==> src/rtl/rcven_pkg.sv <==
package rcven_pkg;

  localparam int COARSE_W = 3;
  localparam int PHASE_W  = 2;
  localparam int FINE_W   = 3;
  localparam int CODE_W   = COARSE_W + PHASE_W + FINE_W;

  typedef struct packed {
    logic               vld;
    logic [PHASE_W-1:0] phase;
    logic [FINE_W-1:0]  fine;
  } slot_t;

  function automatic int eff_latency(input int cl);
    return (cl == 0) ? 1 : cl;
  endfunction

  function automatic int coarse_of(input logic [CODE_W-1:0] code);
    return int'(code[CODE_W-1 -: COARSE_W]);
  endfunction

  function automatic logic [PHASE_W-1:0] phase_of(input logic [CODE_W-1:0] code);
    return code[FINE_W +: PHASE_W];
  endfunction

  function automatic logic [FINE_W-1:0] fine_of(input logic [CODE_W-1:0] code);
    return code[FINE_W-1:0];
  endfunction

  function automatic int launch_delay(input int cl, input logic [CODE_W-1:0] code);
    return eff_latency(cl) + coarse_of(code);
  endfunction

endpackage

==> src/rtl/rcven_cfg_regs.sv <==
module rcven_cfg_regs import rcven_pkg::*; #(
  parameter int LANES  = 4,
  parameter int LANE_W = 2
) (
  input  logic                           clk,
  input  logic                           rst_n,
  input  logic                           wr_en,
  input  logic [LANE_W-1:0]              wr_lane,
  input  logic [CODE_W-1:0]              wr_code,
  output logic [CODE_W-1:0]              sel_code,
  output logic [LANES-1:0][CODE_W-1:0]   codes
);

  logic lane_ok;
  assign lane_ok = int'(wr_lane) < LANES;

  always_ff @(posedge clk) begin
    if (!rst_n) begin
      codes <= '0;
    end else if (wr_en && lane_ok) begin
      codes[wr_lane] <= wr_code;
    end
  end

  always_comb begin
    sel_code = '0;
    if (lane_ok) sel_code = codes[wr_lane];
  end

endmodule

==> src/rtl/rcven_lane_pipe.sv <==
module rcven_lane_pipe import rcven_pkg::*; #(
  parameter int DEPTH = 22,
  parameter int DLY_W = 5
) (
  input  logic               clk,
  input  logic               rst_n,
  input  logic               launch,
  input  logic [DLY_W-1:0]   delay,
  input  logic [PHASE_W-1:0] phase_in,
  input  logic [FINE_W-1:0]  fine_in,
  output logic               en_out,
  output logic [PHASE_W-1:0] phase_out,
  output logic [FINE_W-1:0]  fine_out
);

  slot_t            slots [DEPTH];
  slot_t            new_slot;
  logic [DLY_W-1:0] ins_idx;

  // delay is at least one, so the slot index never wraps
  assign ins_idx  = delay - DLY_W'(1);
  assign new_slot = '{vld: 1'b1, phase: phase_in, fine: fine_in};

  always_ff @(posedge clk) begin
    if (!rst_n) begin
      for (int i = 0; i < DEPTH; i++) slots[i] <= '0;
      en_out    <= 1'b0;
      phase_out <= '0;
      fine_out  <= '0;
    end else begin
      for (int i = 0; i < DEPTH; i++) begin
        if (launch && ins_idx == DLY_W'(i)) slots[i] <= new_slot;
        else if (i == DEPTH-1)              slots[i] <= '0;
        else                                slots[i] <= slots[i+1];
      end
      en_out    <= slots[0].vld;
      phase_out <= slots[0].phase;
      fine_out  <= slots[0].fine;
    end
  end

endmodule

==> src/rtl/rcven_delay_gen.sv <==
module rcven_delay_gen import rcven_pkg::*; #(
  parameter int LANES = 4,
  parameter int CL_W  = 4,
  localparam int LANE_W = (LANES > 1) ? $clog2(LANES) : 1
) (
  input  logic                      clk,
  input  logic                      rst_n,
  input  logic                      rd_cmd,
  input  logic [CL_W-1:0]           cas_lat,
  input  logic                      cfg_we,
  input  logic [LANE_W-1:0]         cfg_lane,
  input  logic [CODE_W-1:0]         cfg_wdata,
  output logic [CODE_W-1:0]         cfg_rdata,
  output logic [LANES-1:0]          rcven_en,
  output logic [LANES*PHASE_W-1:0]  rcven_phase,
  output logic [LANES*FINE_W-1:0]   rcven_fine
);

  localparam int DEPTH = ((1 << CL_W) - 1) + ((1 << COARSE_W) - 1);
  localparam int DLY_W = $clog2(DEPTH + 1);

  logic [LANES-1:0][CODE_W-1:0] lane_code;
  logic                         launch_fire;

  assign launch_fire = rd_cmd;

  rcven_cfg_regs #(.LANES(LANES), .LANE_W(LANE_W)) u_regs (
    .clk      (clk),
    .rst_n    (rst_n),
    .wr_en    (cfg_we),
    .wr_lane  (cfg_lane),
    .wr_code  (cfg_wdata),
    .sel_code (cfg_rdata),
    .codes    (lane_code)
  );

  for (genvar g = 0; g < LANES; g++) begin : g_lane
    logic [DLY_W-1:0] lane_delay;
    assign lane_delay = DLY_W'(launch_delay(int'(cas_lat), lane_code[g]));

    rcven_lane_pipe #(.DEPTH(DEPTH), .DLY_W(DLY_W)) u_pipe (
      .clk       (clk),
      .rst_n     (rst_n),
      .launch    (launch_fire),
      .delay     (lane_delay),
      .phase_in  (phase_of(lane_code[g])),
      .fine_in   (fine_of(lane_code[g])),
      .en_out    (rcven_en[g]),
      .phase_out (rcven_phase[g*PHASE_W +: PHASE_W]),
      .fine_out  (rcven_fine[g*FINE_W +: FINE_W])
    );
  end

endmodule

==> config.mk <==
export PLATFORM = sky130hd
export DESIGN_NAME = rcven_delay_gen
export DESIGN_NICKNAME = d
export VERILOG_FILES = /design/src/rtl/rcven_pkg.sv /design/src/rtl/rcven_cfg_regs.sv /design/src/rtl/rcven_lane_pipe.sv /design/src/rtl/rcven_delay_gen.sv
export SDC_FILE = /design/constraint.sdc
export NUM_CORES = 1
export LEC_CHECK = 0
export BUFFER_PORTS_ARGS = -buffer_cell sky130_fd_sc_hd__buf_2
export CORE_MARGIN = 2
export CORE_UTILIZATION = 60
export CTS_CLUSTER_DIAMETER = 60
export DETAILED_ROUTE_END_ITERATION = 6
export GPL_TIMING_DRIVEN = 0
export PLACE_DENSITY = 0.77
export RECOVER_POWER = 100
export SLEW_MARGIN = 40
export SYNTH_ARGS = -nofsm -noshare
export SYNTH_HDL_FRONTEND = slang
export SYNTH_HIERARCHICAL = 1
export SYNTH_SLANG_ARGS = --single-unit
==> constraint.sdc <==
create_clock -name clk -period 3.75 [get_ports clk]
set_input_delay 0.75 -clock clk [delete_from_list [all_inputs] [get_ports clk]]
set_output_delay 0.75 -clock clk [all_outputs]
set_load 0.005 [all_outputs]
# == After elaboration in Yosys (flattened, before gate mapping) ==
# Memories as Yosys holds them, arrays and structs flattened. A register that Yosys moved wholly into a read port is not among the register bits.
# Cells that the tools add are included.
# word_totals
ff_bits,32
ramBits,528
in_bits,18
output_inout_bits,32
word_cells,1087
memories,4
# op_classes
n_addsub,8
n_lt_le_gt_ge,2
eq_ne,84
n_mux,711
n_bitwise,176
n_reduce_logical,98
# memory_table
name,depth,word_bits,rd,rd_clocked_by_memory_dff,wr,line,source
g_lane[0].u_pipe.slots,22,6,22,1,22,rcven_lane_pipe.sv:16,slot_t slots [DEPTH];
g_lane[1].u_pipe.slots,22,6,22,1,22,rcven_lane_pipe.sv:16,
g_lane[2].u_pipe.slots,22,6,22,1,22,rcven_lane_pipe.sv:16,
g_lane[3].u_pipe.slots,22,6,22,1,22,rcven_lane_pipe.sv:16,
# op_table
operator,count
$mux 6,176
$mux 1,529
$or 1x1->1,176
$eq 5x4->1 const B,32
$eq 5x5->1 const B,24
$logic_and 1x1->1,89
$eq 5x3->1 const B,16
$eq 5x2->1 const B,8
$bwmux 32,1
$eq 5x1->1 const B,4
$logic_not 5->1,4
$sub 5x1->5 const B,4
$bmux 8 s2,1
$demux 8 s2,1
$mux 8,2
$add 5x4->5,3
$add 4x3->5,1
$logic_not 1->1,4
$logic_not 4->1,1
$mux 4,1
$lt 2x3->1 const B,1
$ge 2x1->1 const B,1

# == Logic depth before layout (Yosys ltp) ==
# logic_depth
ltp_word,11
depth_mapped,13
mapped_depth_nobuf,10

# == By module ==
# The synthesis kept the hierarchy.
# by_module_without_submodules
module,n_inst,cells_per_inst,area_per_inst_um2,seq_area_each_um2
rcven_lane_pipe,4,469,6232.2,4083.9
rcven_cfg_regs,1,125,1378.8,640.6
rcven_delay_gen,1,52,456.7,0.0

# == Least setup slack after synthesis ==
# OpenSTA, ideal clock, no wires.
# synth_timing
kind,input port to flip-flop
startpoint,in cas_lat[3]
endpoint,"mem g_lane[0].u_pipe/slots[11][0] in the netlist's numbering, data pin"
setup_ns,0.270
arrival_ns,3.087
required_time_ns,3.480
setup_slack_ns,0.393
stages,11
n_path_buf,2
cell_sequence,buf_2 nor3_1 or2_2 ha_1 maj3_1 a21oi_1 xnor2_1 nand4b_4 or3_1 buf_2 mux2i_1
# synth_lines
element,line,source
from (decl),rcven_delay_gen.sv:9,"input logic [CL_W-1:0] cas_lat,"
to (decl),rcven_lane_pipe.sv:16,

==> metrics.md <==
| Metric | Value |
|---|---|
| Post-synthesis cell area | `26800 µm²` |
| Post-cts resize count | `0` |
| F_max | `292 MHz` |
| Root buffer cell | `clkbuf_16` |
| Clk sinks | `584` |
| Design area | `31400 µm²` |
| Int Power | `11.1 mW` |
| #FFs+latches synth | `584` |
| Crit-path max cell delay | `0.44 ns` |
| Post-placement setup slack | `-0.0960 ns` |
| Via count | `16963` |
| DIE HEIGHT | `215 µm` |
| Via-to-Cell Ratio | `5.10` |
| DR WL/cell | `17.3 µm` |
| Initial antenna violation count | `2` |
| DRC violations left | `0` |
| Total Nets Final | `2717` |
| Sw Share | `22.2%` |
| Skew-Pair Late Insertion Delay | `0.61 ns` |
| I/O pins | `50` |
| Reg power frac | `53.2%` |
| # H-tree levels | `2` |
| Netlist cell types | `41` |
| Vias in the first global route | `17456` |
| Synthesis-to-layout area growth | `17.4%` |
| Ys Warns | `6` |
| Util after Layout | `71.2%` |
| Rows | `77` |
| Total Wirelength | `57700 µm` |
| Setup tns final | `0 ns` |
| CP Capture Type | `flip-flop` |
| Kind of critical path | `input port to flip-flop` |
| Maximum vdd drop | `0.000405 V` |
| Post-DRT Antenna Nets | `0` |
| Fin Hold WS | `0.443 ns` |
| Crit-path max FO | `10` |
| RSZ-0062 raised after global routing | `false` |
| Final WS setup | `0.324 ns` |
| Global placement routability congestion | `0.846` |
| DP Wirelength | `39600 µm` |
| Area after DPL | `29700 µm²` |
| Reg clk slew, reported paths | `0.06 ns` |
| Global-route wire length before repair | `90800 µm` |
| Largest net degree at the start of global routing | `25` |
| Pins Over Slew Limit | `0` |
| WP data arrival | `3.75 ns` |
| Core ar. | `44100 µm²` |
| Fraction of layout cells with a size suffix above 1 | `6.33%` |
| I/O Buffers | `47` |
| Max_cap viols | `0` |
| Cells after synthesis | `2053` |
| Clock power frac | `40.0%` |
| Switch Pwr | `3.19 mW` |
| Post-route minimum period | `3.43 ns` |
| Clock buffer depth | `3` |
| Tightest Pin Transition | `0.847 ns` |
| Final Hold Viols | `0` |
| GRT Overall Usage | `25.2%` |
| Reg2Reg Setup Slack | `0.77 ns` |
| Post-synthesis sequential area ratio | `63.4%` |
| Post-CTS Hold Buffers | `0` |
| CTS tree | `done` |
| Worst endpoint required time | `4.07 ns` |
| Part of the power in combinational logic | `6.8%` |
| Most frequent CP cell | `clkbuf_1` |
| Status | `completed` |
| Critical Path Source Type | `input port` |
| Leakage power | `13.9 nW` |
| Critical path cell sequence | `clkbuf_1 -> buf_6 -> nor3_1 -> or2_2 -> ha_1 -> inv_1 -> fa_1 -> xnor2_1 -> nand4b_1 -> or3_1 -> clkbuf_1 -> mux2i_1` |
| Initial Util | `60.7%` |
| TritonCTS Buffers | `60` |
| Avg Inst Size Synth | `13.0 µm²` |
| Crit-path slowest cell | `xnor2_1` |
| Slew headroom | `43.5%` |
| Initial DRC count | `1338` |
| Type of the worst min-delay path | `flip-flop to flip-flop` |
| Die width | `215 µm` |
| TritonRoute pass-1 iters | `5` |
| N_diodes | `0` |
| DIE AREA | `46300 µm²` |
| # setup viols final | `0` |
| Clock Skew | `0.0122 ns` |
| Number of setup buffers added after CTS | `0` |
| GRT overflow | `0` |
| Pwr Density | `456 nW/µm²` |
| Tcrit/Tclk final | `91.4%` |
==> cells by family after synthesis <==
logic type               synth area share, %
adder cells (fa/ha/maj)                0.757
AO/OA/AOI/OAI                           2.21
other                                 0.0561
buffers and inverters                   2.86
XOR/XNOR                               0.360
flip-flops                              63.4
AND/OR/NAND/NOR                         12.8
multiplexers                            17.6
==> sequential cells by signal, summed over array words and instances (netlist names) <==
signal	flops
g_lane.u_pipe/fine_out	12
g_lane.u_pipe/en_out	4
u_regs/codes	32
g_lane.u_pipe/slots	528
g_lane.u_pipe/phase_out	8
==> layout make-up <==
class                   instances  area, µm²
clock inverters                35        290
inverters                       8       30.0
plain buffers                 164        688
well taps                     592        741
flip-flops and latches        584      17000
repair buffers                 47        221
fillers                      3203      12700
multi-input cells            1821      10900
clock buffers                  76       1580
==> routing by layer <==
metal	track usage (%)	vias to the layer above	share of wire, %
met5	0	-	0.023
met4	7.79	2	2.6
met3	3.78	103	5.4
met2	43.4	427	49
met1	33.1	8410	42
li1	-	8021	-
==> cells in the final DEF (no fill, tap or decap), drive strengths merged, types with 2 or more instances in the layout <==
master / count
nand2: 532
edfxtp: 528
conb: 528
mux2i: 452
clkbuf: 220
nor2b: 72
buf: 66
dfxtp: 56
a21oi: 55
and2: 48
o21a: 36
clkinv: 28
ha: 12
inv: 8
xnor2: 8
and4bb: 8
and3: 8
mux4: 8
nor2: 8
nor3b: 8
bufinv: 5
nor4bb: 4
nor4b: 4
and4b: 4
or3: 4
a21boi: 4
nand4b: 4
xor2: 3
maj3: 3
clkinvlp: 2
nand3b: 2
==> critical path, delay by kind of cell <==
kind                     cells  cell delay, ns
AND/OR/NAND/NOR              4            1.22
XOR/XNOR                     1            0.44
adder cells (fa/ha/maj)      2            0.59
multiplexers                 1            0.18
buffers and inverters        4            0.56
==> power by group through the flow <==
| stage | combinational, mW | clock (mW) | sequential [mW] |
|---|---|---|---|
| 4_1_cts | 0.977 | 5.84 | 7.63 |
| 3_3_place_gp | 0.932 | 0 | 7.75 |
| 6_report | 0.976 | 5.73 | 7.63 |
| 2_1_floorplan | 0.706 | 0 | 7.72 |
| 5_1_grt | 1.08 | 6.06 | 7.66 |
| 3_5_place_dp | 0.968 | 0 | 7.76 |
==> synth_stat cells (all sizes together) <==
cell type	n	share of area, %
maj3	3	0.12
fa	1	0.075
xor2	3	0.098
nor3	1	0.019
a21boi	4	0.11
edfxtp	528	59
nand3	1	0.037
a21o	1	0.028
nor4bb	4	0.15
mux2i	452	17
nor4b	4	0.22
nor2b	72	1.7
and3	8	0.19
or3	4	0.093
mux4	8	0.67
or3b	1	0.033
conb	4	0.056
inv	8	0.11
or2	1	0.023
and2	48	1.1
dfxtp	56	4.2
and4b	4	0.15
buf	59	1.3
nor3b	8	0.56
ha	12	0.56
dlygate4sd3	1	0.037
clkbuf	104	1.5
a21oi	55	1.1
nand2	532	7.5
and4bb	8	0.37
xnor2	8	0.26
nor2	8	0.15
o21a	36	1.0
nand4b	4	0.36
nand3b	2	0.056
==> path summary, 6_finish.rpt <==
path	start	endpoint	cells past startpoint
max reg2reg	u_regs/codes[13]$_SDFFE_PN0P_	g_lane[1].u_pipe/slots[11][1]$_SDFFCE_PN0P_	8
max	cas_lat[1]	g_lane[1].u_pipe/slots[11][1]$_SDFFCE_PN0P_	12
min reg2reg	g_lane[2].u_pipe/slots[0][2]$_SDFFCE_PN0P_	g_lane[2].u_pipe/fine_out[2]$_SDFF_PN0_	1
min	g_lane[2].u_pipe/slots[0][2]$_SDFFCE_PN0P_	g_lane[2].u_pipe/fine_out[2]$_SDFF_PN0_	1
==> metrics by stage <==
step	instances	total power, mW
after floorplan	2577	8.43
after global placement	3216	8.68
after detailed placement	3216	8.73
after CTS	3327	14.4
after global routing	3327	14.8
final	3327	14.3
Note: power is estimated with default switching activity, not from simulation.
